==> src/rtl/spi_leg_pkg.sv <==
`timescale 1ns/1ps
package spi_leg_pkg;

    localparam int BYTE_W = 8;
    localparam int PRE_W  = 5;
    localparam int EDGE_W = $clog2(2 * BYTE_W);

    localparam logic [3:0] OFS_CTRL = 4'h0;
    localparam logic [3:0] OFS_CFG  = 4'h4;
    localparam logic [3:0] OFS_TX   = 4'h8;
    localparam logic [3:0] OFS_RX   = 4'hC;

    localparam int RDY_BIT   = 1;
    localparam int SEL_LSB   = 16;
    localparam int PHA_BIT   = 6;
    localparam int POL_BIT   = 7;
    localparam int FLUSH_BIT = 9;

    typedef struct packed {
        logic             pol;
        logic             pha;
        logic [PRE_W-1:0] pre;
    } clk_cfg_t;

    typedef enum logic { SH_IDLE = 1'b0, SH_BUSY = 1'b1 } sh_state_e;

    function automatic logic [PRE_W-1:0] half_period(input logic [PRE_W-1:0] pre);
        if (pre < PRE_W'(2))
            return PRE_W'(1);
        return pre >> 1;
    endfunction

endpackage

==> src/rtl/spi_leg_regs.sv <==
`timescale 1ns/1ps
module spi_leg_regs
    import spi_leg_pkg::*;
#(
    parameter int NCS = 4
) (
    input  logic                clk,
    input  logic                rst,
    input  logic                bus_sel,
    input  logic                bus_wr,
    input  logic [3:0]          bus_addr,
    input  logic [31:0]         bus_wdata,
    output logic [31:0]         bus_rdata,
    input  logic                ready,
    input  logic [BYTE_W-1:0]   rx_byte,
    output clk_cfg_t            cfg,
    output logic [NCS-1:0]      sel_en,
    output logic                start,
    output logic [BYTE_W-1:0]   tx_byte,
    output logic                flush
);

    logic wr_ctrl, wr_cfg, wr_tx;
    logic unused_wdata;

    assign wr_ctrl = bus_sel && bus_wr && (bus_addr == OFS_CTRL);
    assign wr_cfg  = bus_sel && bus_wr && (bus_addr == OFS_CFG);
    assign wr_tx   = bus_sel && bus_wr && (bus_addr == OFS_TX);
    assign start   = wr_tx && ready;
    assign unused_wdata = ^bus_wdata;

    always_ff @(posedge clk) begin
        if (rst) begin
            cfg     <= '0;
            sel_en  <= '0;
            tx_byte <= '0;
            flush   <= 1'b0;
        end else begin
            flush <= 1'b0;
            if (wr_ctrl)
                sel_en <= bus_wdata[SEL_LSB +: NCS];
            if (wr_cfg) begin
                cfg.pre <= bus_wdata[PRE_W-1:0];
                cfg.pha <= bus_wdata[PHA_BIT];
                cfg.pol <= bus_wdata[POL_BIT];
                flush   <= bus_wdata[FLUSH_BIT];
            end
            if (start)
                tx_byte <= bus_wdata[BYTE_W-1:0];
        end
    end

    always_comb begin
        bus_rdata = '0;
        unique case (bus_addr)
            OFS_CTRL: begin
                bus_rdata[RDY_BIT]          = ready;
                bus_rdata[SEL_LSB +: NCS]   = sel_en;
            end
            OFS_CFG: begin
                bus_rdata[PRE_W-1:0] = cfg.pre;
                bus_rdata[PHA_BIT]   = cfg.pha;
                bus_rdata[POL_BIT]   = cfg.pol;
                bus_rdata[FLUSH_BIT] = flush;
            end
            OFS_TX:  bus_rdata[BYTE_W-1:0] = tx_byte;
            OFS_RX:  bus_rdata[BYTE_W-1:0] = rx_byte;
            default: bus_rdata = '0;
        endcase
    end

    // the flush command lives for a single cycle
    p_flush_pulse_r9: assert property (@(posedge clk) disable iff (rst)
        flush |=> !flush);

    // a transmit write during a busy byte leaves the held byte alone
    p_busy_write_ignored_r8: assert property (@(posedge clk) disable iff (rst)
        (wr_tx && !ready) |=> $stable(tx_byte));

endmodule

==> src/rtl/spi_leg_clkdiv.sv <==
`timescale 1ns/1ps
module spi_leg_clkdiv
    import spi_leg_pkg::*;
(
    input  logic             clk,
    input  logic             rst,
    input  logic             run,
    input  logic [PRE_W-1:0] half,
    output logic             tick
);

    logic [PRE_W-1:0] cnt;
    logic             wrap;

    assign wrap = (cnt == half - PRE_W'(1));
    assign tick = run && wrap;

    always_ff @(posedge clk) begin
        if (rst || !run)
            cnt <= '0;
        else if (wrap)
            cnt <= '0;
        else
            cnt <= cnt + PRE_W'(1);
    end

    // the counter never passes the half period it divides by
    p_cnt_in_range_r6: assert property (@(posedge clk) disable iff (rst)
        run |-> (cnt < half));

endmodule

==> src/rtl/spi_leg_shift.sv <==
`timescale 1ns/1ps
module spi_leg_shift
    import spi_leg_pkg::*;
(
    input  logic              clk,
    input  logic              rst,
    input  logic              start,
    input  logic              flush,
    input  logic              tick,
    input  logic [BYTE_W-1:0] tx_byte,
    input  logic              pha,
    input  logic              pol,
    input  logic              miso,
    output logic              busy,
    output logic              sclk,
    output logic              mosi,
    output logic [BYTE_W-1:0] rx_byte
);

    localparam logic [EDGE_W-1:0] LAST_EDGE = EDGE_W'(2 * BYTE_W - 1);

    sh_state_e         state;
    logic [EDGE_W-1:0] edge_cnt;
    logic              phase;
    logic [BYTE_W-1:0] tx_sr;
    logic [BYTE_W-1:0] rx_sr;
    logic              leading, sample_now, shift_now;

    assign busy       = (state == SH_BUSY);
    assign leading    = !edge_cnt[0];
    assign sample_now = leading ^ pha;
    assign shift_now  = !sample_now && (edge_cnt != '0);
    assign sclk       = pol ^ phase;
    assign mosi       = tx_sr[BYTE_W-1];

    always_ff @(posedge clk) begin
        if (rst || flush) begin
            state    <= SH_IDLE;
            edge_cnt <= '0;
            phase    <= 1'b0;
            tx_sr    <= '0;
            rx_sr    <= '0;
            rx_byte  <= '0;
        end else if (state == SH_IDLE) begin
            if (start) begin
                state    <= SH_BUSY;
                tx_sr    <= tx_byte;
                edge_cnt <= '0;
                phase    <= 1'b0;
            end
        end else if (tick) begin
            phase    <= !phase;
            edge_cnt <= edge_cnt + EDGE_W'(1);
            if (sample_now)
                rx_sr <= {rx_sr[BYTE_W-2:0], miso};
            if (shift_now)
                tx_sr <= {tx_sr[BYTE_W-2:0], 1'b0};
            if (edge_cnt == LAST_EDGE) begin
                state   <= SH_IDLE;
                rx_byte <= sample_now ? {rx_sr[BYTE_W-2:0], miso} : rx_sr;
            end
        end
    end

    // an idle shifter has consumed all of its edges and parks the clock
    p_idle_parked_r7: assert property (@(posedge clk) disable iff (rst)
        !busy |-> (edge_cnt == '0 && sclk == pol));

    // a byte always starts from edge zero
    p_start_clean_r4: assert property (@(posedge clk) disable iff (rst)
        (start && !busy && !flush) |=> (busy && edge_cnt == '0));

endmodule

==> src/rtl/spi_legacy_master.sv <==
`timescale 1ns/1ps
module spi_legacy_master
    import spi_leg_pkg::*;
#(
    parameter int NCS = 4
) (
    input  logic           clk,
    input  logic           rst,
    input  logic           bus_sel,
    input  logic           bus_wr,
    input  logic [3:0]     bus_addr,
    input  logic [31:0]    bus_wdata,
    output logic [31:0]    bus_rdata,
    output logic           spi_sclk,
    output logic           spi_mosi,
    input  logic           spi_miso,
    output logic [NCS-1:0] spi_cs_n
);

    clk_cfg_t          cfg;
    logic [NCS-1:0]    sel_en;
    logic              start, flush, busy, tick, ready;
    logic [BYTE_W-1:0] tx_byte, rx_byte;

    assign ready    = !busy;
    assign spi_cs_n = ~sel_en;

    spi_leg_regs #(.NCS(NCS)) u_regs (
        .clk      (clk),
        .rst      (rst),
        .bus_sel  (bus_sel),
        .bus_wr   (bus_wr),
        .bus_addr (bus_addr),
        .bus_wdata(bus_wdata),
        .bus_rdata(bus_rdata),
        .ready    (ready),
        .rx_byte  (rx_byte),
        .cfg      (cfg),
        .sel_en   (sel_en),
        .start    (start),
        .tx_byte  (tx_byte),
        .flush    (flush)
    );

    spi_leg_clkdiv u_div (
        .clk (clk),
        .rst (rst),
        .run (busy),
        .half(half_period(cfg.pre)),
        .tick(tick)
    );

    spi_leg_shift u_shift (
        .clk    (clk),
        .rst    (rst),
        .start  (start),
        .flush  (flush),
        .tick   (tick),
        .tx_byte(bus_wdata[BYTE_W-1:0]),
        .pha    (cfg.pha),
        .pol    (cfg.pol),
        .miso   (spi_miso),
        .busy   (busy),
        .sclk   (spi_sclk),
        .mosi   (spi_mosi),
        .rx_byte(rx_byte)
    );

    // an accepted transmit write drops ready on the next cycle
    p_ready_drop_r4: assert property (@(posedge clk) disable iff (rst)
        (bus_sel && bus_wr && bus_addr == OFS_TX && ready && !flush) |=> !ready);

    // selects hold while shifting unless software rewrites control
    p_sel_hold_r3: assert property (@(posedge clk) disable iff (rst)
        (busy && !(bus_sel && bus_wr && bus_addr == OFS_CTRL)) |=> $stable(spi_cs_n));

    // a control write alone never moves the ready flag
    p_ready_ro_r10: assert property (@(posedge clk) disable iff (rst)
        (!busy && !start && bus_sel && bus_wr && bus_addr == OFS_CTRL) |=> ready);

endmodule

==> config.mk <==
export PLATFORM = sky130hd
export DESIGN_NAME = spi_legacy_master
export DESIGN_NICKNAME = d
export VERILOG_FILES = /design/src/rtl/spi_leg_pkg.sv /design/src/rtl/spi_leg_regs.sv /design/src/rtl/spi_leg_clkdiv.sv /design/src/rtl/spi_leg_shift.sv /design/src/rtl/spi_legacy_master.sv
export SDC_FILE = /design/constraint.sdc
export NUM_CORES = 1
export LEC_CHECK = 0
export ABC_AREA = 1
export BUFFER_PORTS_ARGS = -buffer_cell sky130_fd_sc_hd__buf_4
export CORE_ASPECT_RATIO = 0.75
export CORE_MARGIN = 2
export CORE_UTILIZATION = 55
export CTS_BUF_LIST = sky130_fd_sc_hd__clkbuf_8 sky130_fd_sc_hd__clkbuf_16
export DETAILED_ROUTE_END_ITERATION = 8
export PLACE_DENSITY = 0.9
export SLEW_MARGIN = 15
export SYNTH_ARGS = -nofsm -noshare
export SYNTH_HDL_FRONTEND = slang
export SYNTH_SLANG_ARGS = --single-unit
==> constraint.sdc <==
create_clock -name clk -period 2.9 [get_ports clk]
set_clock_uncertainty 0.05 [all_clocks]
set_input_delay 0 -clock clk [delete_from_list [all_inputs] [get_ports clk]]
set_output_delay 0 -clock clk [all_outputs]
set_load 0.01 [all_outputs]
==> run_results.csv, run 1 <==
group,metric,value,unit
outcome,status,"finished, final reports clean",
global_route,grt_pass1_vias,2380,
finish,nFillCells,398,
global_route,antenna_found_initial,0,
place,hpwlAfterDp,4490,µm
worst_setup_path,r2r_setup_slack,520,ps
logic_synthesis,ys_top_cells_by_count,"nand2_1 (74), dfxtp_1 (55), inv_1 (51)",
power_and_ir_drop,power.density,411,nW/µm²
worst_setup_path,cpPeakStageDelay,370,ps
finish,drive_gt1_share,15.5,%
worst_setup_path,path_max_fanout,12,
place,globalplace.congestion,0.851,
finish,nets,496,
floorplanning,io-pin-count,79,
worst_setup_path,crit_cells,15,
routing,routed_wl,6260,µm
clocking,clock-sinks,55,
timing,tns,0,ps
global_route,grt_overflow,0,
timing,maxSlewHeadroom,57.8,%
timing,min_period,2380,ps
clocking,cts_tree,"yes",
timing,grt_setup_unrepaired,"false",
routing,routedWlPerCell,12.2,µm
logic_synthesis,syn_inst,397,
floorplanning,fp.coreArea,4900,µm²
clocking,cts.repair.resized,0,
worst_setup_path,r2r_end,"u_shift.rx_byte[1]",
hold_path,hold_path_end,"u_regs.sel_en[1]",
power_and_ir_drop,ir_drop,216,µV
hold_path,whs_path_depth,4,
logic_synthesis,synth-main-ff-cell,"dfxtp_1",
floorplanning,dieArea,5660,µm²
place,port_buffers,40,
timing,max_freq,420,MHz
floorplanning,initial_utilization,56.9,%
place,dpl-instance-area,3050,µm²
worst_setup_path,crit_chain,"nor2_2, nand2_2, nand2_2, inv_1, ha_1, inv_1, nand2_1, nand3_1, nand3_1, nor2_2, nand3_4, clkinv_2, nand2_4, o21ai_0, nor2_1",
finish,area_growth,18.7,%
clocking,clock_path_buffers,2,
logic_synthesis,synth.largest_area_cell,"dfxtp_1",
worst_setup_path,crit_family,"simple AND/OR/NAND/NOR gates",
logic_synthesis,synth.distinct_cells,33,
worst_setup_path,path_buf_inv,3,
worst_setup_path,cp.required,3060,ps
floorplanning,die_w,86.2,µm
routing,ant_nets,0,
logic_synthesis,synth_edf_count,0,
logic_synthesis,ys_ff_latch,55,
global_route,grt_max_degree,24,
clocking,root_buffer,"clkbuf_8",
worst_setup_path,worstPathArrival,2540,ps
run,drv_cap,0,
global_route,grt-busiest-layer,"met2",
floorplanning,die_h,65.7,µm
worst_setup_path,start_kind,"register",
routing,drt_first_pass_iters,4,
global_route,grt_pass1_wl,10200,µm
worst_setup_path,cp-end-kind,"register",
routing,dr.first_iter.drc_count,187,
routing,vias,2591,
logic_synthesis,synth_top_cell_area_share,39.5,%
floorplanning,rows,22,
logic_synthesis,ys_seq_area_share,39.5,%
global_route,grt_util_met3,4.65,%
timing,worst_pin_slew,630,ps
hold_path,min_from,"bus_addr[2]",
worst_setup_path,r2r_cells,15,
routing,via_per_inst,5.06,
worst_setup_path,criticalPathCategory,"register to register",
logic_synthesis,ys_warn_count,0,
finish,final_area,3310,µm²
logic_synthesis,syn_area,2790,µm²
logic_synthesis,yosysMostFrequentCell,"nand2_1",
worst_setup_path,cpMaxStageDelayCell,"dfxtp_1",
clocking,clk_pin_slew_worst_paths,100,ps
timing,slew_viol_final,0,
timing,setup_viol,0,
finish,antennaDiodeCount,0,
logic_synthesis,ys_top_cells_by_area,"dfxtp_1 (39%), nand2_1 (10%), o21ai_0 (8.3%)",
timing,hold_violations,0,
hold_path,worstHoldPathType,"input pin to register",
global_route,grt_usage,22.9,%
logic_synthesis,syn_area_per_cell,7.03,µm²
logic_synthesis,async_reset_ff_share,0,%
clocking,htreeDepth,2,
routing,drc,0,
global_route,grt.met1_usage,29.2,%
clocking,cts_buffers,5,
global_route,met2_usage,38.8,%
power_and_ir_drop,leakage,1.46,nW
worst_setup_path,timing.rr.start,"u_regs.cfg[4]",
timing,period_share,82.2,%
clocking,clock_latency,310,ps
metrics by stage:
stage | util (%) | worst slack, ps | cells | power, W | hold WS (ps)
4_1_cts | 67.6 | 517 | 512 | 0.00136 | 113
5_1_grt | 67.6 | 324 | 512 | 0.00142 | 150
6_report | 67.6 | 517 | 512 | 0.00136 | 128
2_1_floorplan | - | 942 | 415 | 0.000876 | 19.1
3_3_place_gp | 62.3 | 629 | 488 | 0.000897 | 131
3_5_place_dp | 62.3 | 574 | 488 | 0.000900 | 131
worst max path at each step:
stage                  start            endpoint
2_1_floorplan  u_regs.cfg[4]    u_shift.tx_sr[1]
3_3_place_gp   u_regs.cfg[4]  u_shift.rx_byte[5]
3_5_place_dp   u_regs.cfg[4]  u_shift.rx_byte[4]
4_1_cts        u_regs.cfg[4]  u_shift.rx_byte[1]
5_1_grt        u_regs.cfg[4]  u_shift.rx_byte[3]
6_report       u_regs.cfg[4]  u_shift.rx_byte[1]
repair_timing:
action,4_1_cts,5_1_grt
hold endpoints to repair,22,0
hold buffers,16,0
buffers inserted,0,0
worst reg2reg max path: cells and delay by family (launching register included):
family | cells | cell delay [ps]
buffers and inverters | 3 | 340
adder cells (fa/ha/maj) | 1 | 230
AND/OR/NAND/NOR | 10 | 1120
flip-flops | 1 | 370
AO/OA/AOI/OAI | 1 | 190
cell families (layout without fill, tap and decap cells):
logic type               count (synthesis)  after routing  share of synthesized area (%)
flip-flops                              55             55                           39.5
adder cells (fa/ha/maj)                  4              4                           1.79
AO/OA/AOI/OAI                           93             93                           17.6
buffers and inverters                   84            121                           14.7
other                                    1             19                          0.134
AND/OR/NAND/NOR                        154            154                           24.2
XOR/XNOR                                 6              6                           2.15
area by class of cell:
class                           count  area (µm²)  share of cell area (%)
Multi-Input combinational cell    276        1350                    40.7
Sequential cell                    55        1100                    33.3
Timing Repair Buffer               59         483                    14.6
Inverter                           54         205                    6.20
Clock buffer                        7        96.3                    2.91
Tap cell                           60        75.1                    2.27
Clock inverter                      1        3.75                   0.113
registers in the layout (all words and copies together) (netlist names):
name,cells
u_div.cnt,5
u_regs.sel_en,4
u_shift.phase,1
u_regs.tx_byte,8
u_shift.edge_cnt,4
u_regs.flush,1
u_shift.busy,1
u_shift.tx_sr,8
u_shift.rx_byte,8
u_shift.rx_sr,8
u_regs.cfg,7
report_power, final:
| part | leakage, nW | switching, W | internal (W) |
|---|---|---|---|
| logic | 0.958 | 0.0000763 | 0.0000560 |
| registers | 0.444 | 0.00000545 | 0.000763 |
| clock network | 0.0557 | 0.000246 | 0.000215 |
cells in the final DEF, fill, tap and decap left out, types with 2 or more instances in the layout:
master | synthesis | layout
clkinv_2 | 2 | 2
nand3_4 | 2 | 2
nand3_1 | 9 | 9
nor2_2 | 3 | 3
buf_4 | 19 | 43
clkbuf_8 | 0 | 7
nor2_1 | 50 | 50
dfxtp_1 | 55 | 55
nand2_1 | 74 | 74
nand2_2 | 8 | 8
o21ai_0 | 46 | 46
o211ai_1 | 6 | 6
inv_1 | 51 | 52
o21ai_1 | 5 | 5
xor2_1 | 5 | 5
dlygate4sd3_1 | 0 | 16
a21oi_1 | 33 | 33
ha_1 | 4 | 4
conb_1 | 1 | 19
nor3_1 | 2 | 2
nand3b_1 | 2 | 2
per-layer routing:
layer / share of wire, % / routed length, µm
met1: 45 / 2820
met4: 0.93 / 58
met3: 5.8 / 366
met2: 48 / 3010
met5: 0 / 0
Note: power is estimated with default switching activity, not from simulation.
==> run 2: changes to the inputs <==
--- a/config.mk
+++ b/config.mk
@@ -9,10 +9,10 @@
 export BUFFER_PORTS_ARGS = -buffer_cell sky130_fd_sc_hd__buf_4
 export CORE_ASPECT_RATIO = 0.75
 export CORE_MARGIN = 2
-export CORE_UTILIZATION = 55
+export CORE_UTILIZATION = 52
 export CTS_BUF_LIST = sky130_fd_sc_hd__clkbuf_8 sky130_fd_sc_hd__clkbuf_16
 export DETAILED_ROUTE_END_ITERATION = 8
-export PLACE_DENSITY = 0.9
+export PLACE_DENSITY = 0.86
 export SLEW_MARGIN = 15
 export SYNTH_ARGS = -nofsm -noshare
 export SYNTH_HDL_FRONTEND = slang
==> constraint.sdc (replaced) <==
create_clock -name clk -period 2.3 [get_ports clk]
set_clock_uncertainty 0.05 [all_clocks]
set_input_delay 0 -clock clk [delete_from_list [all_inputs] [get_ports clk]]
set_output_delay 0 -clock clk [all_outputs]
set_load 0.01 [all_outputs]
==> run 2 against run 1 <==
Via count rose by 0.35%. Critical endpoint is now u_shift.phase. Count of clock-buffer cells in the layout decreased by 1. Sequential cell count stayed put. Maximum frequency increased by 11%. Hold slack better by 9.0 ps. Worst setup slack worse by 370 ps. Combinational power rose by 33%. Sequential power grew 26%.
==> run_results.csv, run 2 (synthesis gave the netlist of run 1 again) <==
group,metric,value,unit
timing,grt_setup_unrepaired,"false",
routing,wl_met2,3210,µm
outcome,status,"finished, final reports clean",
power_and_ir_drop,total_power,0.00180,W
hold_path,worstHoldPathType,"input pin to register",
timing,hold_ws,137,ps
timing,max_freq,465,MHz
floorplanning,io-pin-count,79,
routing,ant_nets,0,
clocking,cts_buffers,5,
global_route,antenna_found_initial,0,
worst_setup_path,cp.required,2490,ps
clocking,post-cts-setup-buffer-count,0,
global_route,grt_overflow,0,
global_route,grt_pass1_vias,2331,
clocking,clock-sinks,55,
floorplanning,rows,23,
timing,min_period,2150,ps
routing,drc,0,
worst_setup_path,path_buf_inv,3,
worst_setup_path,cp-end-kind,"register",
clocking,cts_tree,"yes",
routing,dr.first_iter.drc_count,119,
timing,worst_pin_slew,562,ps
worst_setup_path,path_max_fanout,11,
routing,met1_length,2940,µm
routing,wl_met3,314,µm
finish,final_cell_mix,"nand2_1 (73), dfxtp_1 (54), inv_1 (51)",
finish,final_common_cell,"nand2_1",
place,dp.cells,506,
power_and_ir_drop,power.density,529,nW/µm²
finish,final_area,3400,µm²
floorplanning,fp.coreArea,5270,µm²
routing,highest_layer,"met4",
clocking,htreeDepth,2,
timing,slew_viol_final,0,
routing,via_per_inst,4.90,
floorplanning,die_h,67.4,µm
worst_setup_path,cpMaxStageDelayCell,"dfxtp_2",
routing,routedWlPerCell,12.3,µm
clocking,root_buffer,"clkbuf_8",
floorplanning,die_w,88.6,µm
finish,fin_cells,531,
routing,vias,2600,
worst_setup_path,cp_common_cell,"nand2_2",
timing,hold_violations,0,
finish,nFillCells,470,
worst_setup_path,start_kind,"register",
clocking,clock_latency,300,ps
timing,period_share,93.6,%
worst_setup_path,crit_family,"simple AND/OR/NAND/NOR gates",
floorplanning,dieArea,5970,µm²
routing,drt_first_pass_iters,5,
clocking,clock_path_buffers,2,
place,port_buffers,40,
global_route,grt_usage,21.9,%
place,globalplace.congestion,0.824,
finish,area_growth,21.7,%
finish,drive_gt1_share,17.1,%
place,hpwlAfterDp,4610,µm
worst_setup_path,criticalPathCategory,"register to register",
power_and_ir_drop,ir_drop,326,µV
clocking,clk_pin_slew_worst_paths,90,ps
power_and_ir_drop,leakage,1.49,nW
global_route,grt_pass1_wl,10200,µm
global_route,grt_max_degree,24,
finish,nets,500,
finish,antennaDiodeCount,0,
timing,tns,0,ps
timing,setup_viol,0,
floorplanning,initial_utilization,53.0,%
place,dpl-instance-area,3090,µm²
worst_setup_path,cpPeakStageDelay,360,ps
worst_setup_path,crit_chain,"nor2_2, nand2_2, nand2_2, inv_1, ha_1, xor2_1, nand3_1, nor2_4, nand3_4, clkinv_2, buf_4, o21ai_0, a21oi_1",
timing,maxSlewHeadroom,62.1,%
run,drv_cap,0,
routing,routed_wl,6520,µm
worst_setup_path,worstPathArrival,2340,ps
[run 2: cell count changes in the layout (fill, tap and decap cells not counted), sizes merged]
cell | previous run | this run
buf | 43 | 46
clkinv | 2 | 3
bufinv | 0 | 1
nand3 | 11 | 12
inv | 53 | 52
clkbuf | 7 | 6
[run 2: where the power goes]
| part | total (W) | switching (W) | leakage, nW | internal, W |
|---|---|---|---|---|
| sequential | 0.000968 | 0.00000620 | 0.444 | 0.000962 |
| clock | 0.000655 | 0.000303 | 0.0612 | 0.000353 |
| combinational | 0.000175 | 0.000101 | 0.989 | 0.0000735 |
| total | 0.00180 | 0.000410 | 1.49 | 0.00139 |
[run 2: final cells by class]
cell class	instances	area, µm²	share of cell area (%)
multi-input cells	277	1370	40.4
clock inverters	2	35.0	1.03
repair buffers	62	505	14.9
inverters	54	205	6.04
flip-flops and latches	55	1100	32.4
clock buffers	6	82.6	2.43
well taps	75	93.8	2.76
[run 2: layer usage]
metal  GRT usage (%)  vias to the layer above
li1                -                     1335
met1            28.3                     1196
met2            38.4                       63
met3            3.55                        6
met4            5.49                        0
met5               0                        -
[run 2: tightest hold or removal path: cells and delay by family]
| family | cells | cell delay (ps) |
|---|---|---|
| buf+inv | 1 | 90 |
| compound gates | 1 | 90 |
| simple gates | 2 | 260 |
[run 2: repair_timing]
item,4_1_cts,5_1_grt
hold buffers,16,0
endpoints found under the hold margin,22,0
endpoints found under the setup margin,0,11
gates resized for setup,0,6
[run 2: worst paths after layout]
check | from | to | slack (ps) | cells after the start
hold reg to reg | u_shift.rx_sr[1] | u_shift.rx_sr[1] | 420 | 2
hold / removal | bus_addr[2] | u_regs.sel_en[3] | 140 | 4
setup reg to reg | u_regs.cfg[4] | u_shift.phase | 150 | 13
setup / recovery | u_regs.cfg[4] | u_shift.phase | 150 | 13
[run 2: stage by stage]
step / util, % / setup slack, ps
after floorplan: - / 342
after global placement: 58.7 / 223
after detailed placement: 58.7 / 141
after CTS: 64.0 / 95.7
after global routing: 64.5 / 4.68
final: 64.5 / 147
==> run 3: changes to the inputs <==
--- a/config.mk
+++ b/config.mk
@@ -9,11 +9,10 @@
 export BUFFER_PORTS_ARGS = -buffer_cell sky130_fd_sc_hd__buf_4
 export CORE_ASPECT_RATIO = 0.75
 export CORE_MARGIN = 2
-export CORE_UTILIZATION = 52
+export CORE_UTILIZATION = 47
 export CTS_BUF_LIST = sky130_fd_sc_hd__clkbuf_8 sky130_fd_sc_hd__clkbuf_16
 export DETAILED_ROUTE_END_ITERATION = 8
-export PLACE_DENSITY = 0.86
-export SLEW_MARGIN = 15
+export PLACE_DENSITY = 0.82
 export SYNTH_ARGS = -nofsm -noshare
 export SYNTH_HDL_FRONTEND = slang
 export SYNTH_SLANG_ARGS = --single-unit
==> constraint.sdc (replaced) <==
create_clock -name clk -period 1.8 [get_ports clk]
set_clock_uncertainty 0.05 [all_clocks]
set_input_delay 0 -clock clk [delete_from_list [all_inputs] [get_ports clk]]
set_output_delay 0 -clock clk [all_outputs]
set_load 0.01 [all_outputs]
==> run 3 against run 2 <==
The run now ends with setup timing left. Die area rose by 10%. Register-to-register slack got worse by 370 ps. Sequential share of layout area fell by 2.3 points. Count of clock-buffer cells in the layout down 1. Maximum frequency grew 6.4%. Largest cell class unchanged. Highest routed layer unchanged.
==> run_results.csv, run 3 (synthesis gave the netlist of run 1 again) <==
group,metric,value,unit
outcome,status,"complete, but fails checks",
outcome,violations,"setup timing",
routing,drt_first_pass_iters,5,
timing,maxSlewHeadroom,50.4,%
floorplanning,die_w,93.0,µm
worst_setup_path,start_kind,"register",
finish,drive_gt1_share,25.6,%
floorplanning,initial_utilization,48.4,%
global_route,grt_pass1_wl,11600,µm
place,dpl-instance-area,3190,µm²
finish,final_area,3660,µm²
clocking,clk_pin_slew_worst_paths,110,ps
worst_setup_path,path_max_fanout,6,
global_route,antenna_found_initial,0,
place,place_ws,-289,ps
floorplanning,fp.coreArea,5770,µm²
worst_setup_path,cpMaxStageDelayCell,"dfxtp_2",
routing,dr.first_iter.drc_count,193,
timing,worst_pin_slew,736,ps
run,drv_cap,0,
routing,routed_wl,7300,µm
clocking,cts_buffers,5,
timing,grt_setup_unrepaired,"true",
timing,slew_viol_final,0,
worst_setup_path,path_buf_inv,5,
global_route,grt_overflow,0,
routing,vias,2773,
clocking,clock-sinks,55,
routing,ant_nets,0,
floorplanning,dieArea,6580,µm²
clocking,clock_latency,310,ps
finish,antennaDiodeCount,0,
hold_path,worstHoldPathType,"input pin to register",
finish,area_growth,31.1,%
routing,via_per_inst,5.03,
timing,setup_viol,35,
finish,final_common_cell,"nand2_1",
global_route,grt_max_degree,19,
worst_setup_path,cp-end-kind,"register",
timing,hold_ws,136,ps
timing,hold_violations,0,
timing,min_period,2020,ps
place,hpwlAfterDp,4990,µm
place,port_buffers,40,
timing,max_freq,494,MHz
routing,drc,0,
finish,final_cell_mix,"nand2_1 (68), buf_4 (62), dfxtp_1 (52)",
clocking,htreeDepth,2,
power_and_ir_drop,leakage,1.58,nW
worst_setup_path,cpPeakStageDelay,380,ps
finish,nets,517,
worst_setup_path,crit_family,"simple AND/OR/NAND/NOR gates",
worst_setup_path,criticalPathCategory,"register to register",
global_route,grt_pass1_vias,2536,
clocking,cts_tree,"yes",
routing,routedWlPerCell,13.3,µm
worst_setup_path,crit_chain,"nor2_4, nand2_2, nand2_2, inv_2, ha_4, inv_1, nand2_2, nand2_1, nand2_1, nand3_2, nor2_4, nand3_4, clkinv_4, buf_12, buf_4, a21oi_1",
worst_setup_path,cp_common_cell,"nand2_2",
floorplanning,rows,24,
worst_setup_path,worstPathArrival,2160,ps
clocking,clock_path_buffers,2,
worst_setup_path,cp.required,1940,ps
timing,finalWorstSetupSlack,-223,ps
clocking,root_buffer,"clkbuf_8",
floorplanning,die_h,70.7,µm
power_and_ir_drop,power.density,604,nW/µm²
power_and_ir_drop,ir_drop,361,µV
timing,period_share,112,%
floorplanning,io-pin-count,79,
place,globalplace.congestion,0.874,
global_route,grt_usage,21.7,%
==> run 3: per-stage QoR <==
step	power [W]	std cells	util [%]	TNS [ps]
floorplan	0.00141	415	-	-2500
global placement	0.00146	518	55.3	-4070
detailed placement	0.00146	518	55.3	-7520
CTS	0.00219	546	61.6	-5930
global route	0.00230	551	63.5	-11690
finish	0.00221	551	63.5	-6560
==> run 3: what timing repair did <==
action                     CTS  global route
setup endpoints to repair   35            36
hold endpoints to repair    21             0
pin swaps                    3             9
gates resized for setup     21            18
hold buffers                15             0
buffers inserted             4             4
gates cloned                 1             1
==> run 3: final cells by class <==
type | instances | area [µm²]
inverters | 54 | 223
multi-input cells | 278 | 1510
flip-flops and latches | 55 | 1100
well taps | 78 | 97.6
repair buffers | 78 | 636
fillers | 480 | 2110
clock inverters | 3 | 22.5
clock buffers | 5 | 68.8
==> run 3: path summary, 6_finish.rpt <==
path / from / endpoint / slack (ps) / cells after the start
setup / recovery: u_regs.cfg[4] / u_shift.rx_sr[4] / -220 / 16
hold / removal: bus_addr[2] / u_regs.sel_en[0] / 140 / 4
setup reg to reg: u_regs.cfg[4] / u_shift.rx_sr[4] / -220 / 16
hold reg to reg: u_regs.tx_byte[0] / u_regs.tx_byte[0] / 420 / 2
==> run 3: power breakdown <==
group          total (W)  switching (W)  leakage (nW)  internal [W]
clock           0.000706       0.000426        0.0485      0.000280
combinational   0.000267       0.000149          1.08      0.000118
sequential       0.00124     0.00000861         0.445       0.00123
==> run 3: routing by layer <==
metal	vias up	track usage, %	part of all wire, %
met5	-	0	0
met4	0	5.23	1.4
met3	12	4.15	6.2
met2	110	35.4	49
met1	1281	29.9	43
li1	1370	-	-
==> run 3: worst register-to-register path, cell delays in order (launching register included) <==
cell      delay, ps
dfxtp_2         380
nor2_4           40
nand2_2          60
nand2_2          60
inv_2            70
ha_4            160
inv_1            60
nand2_2          70
nand2_1          80
nand2_1         100
nand3_2         110
nor2_4          160
nand3_4         120
clkinv_4        120
buf_12          120
buf_4           110
a21oi_1          50
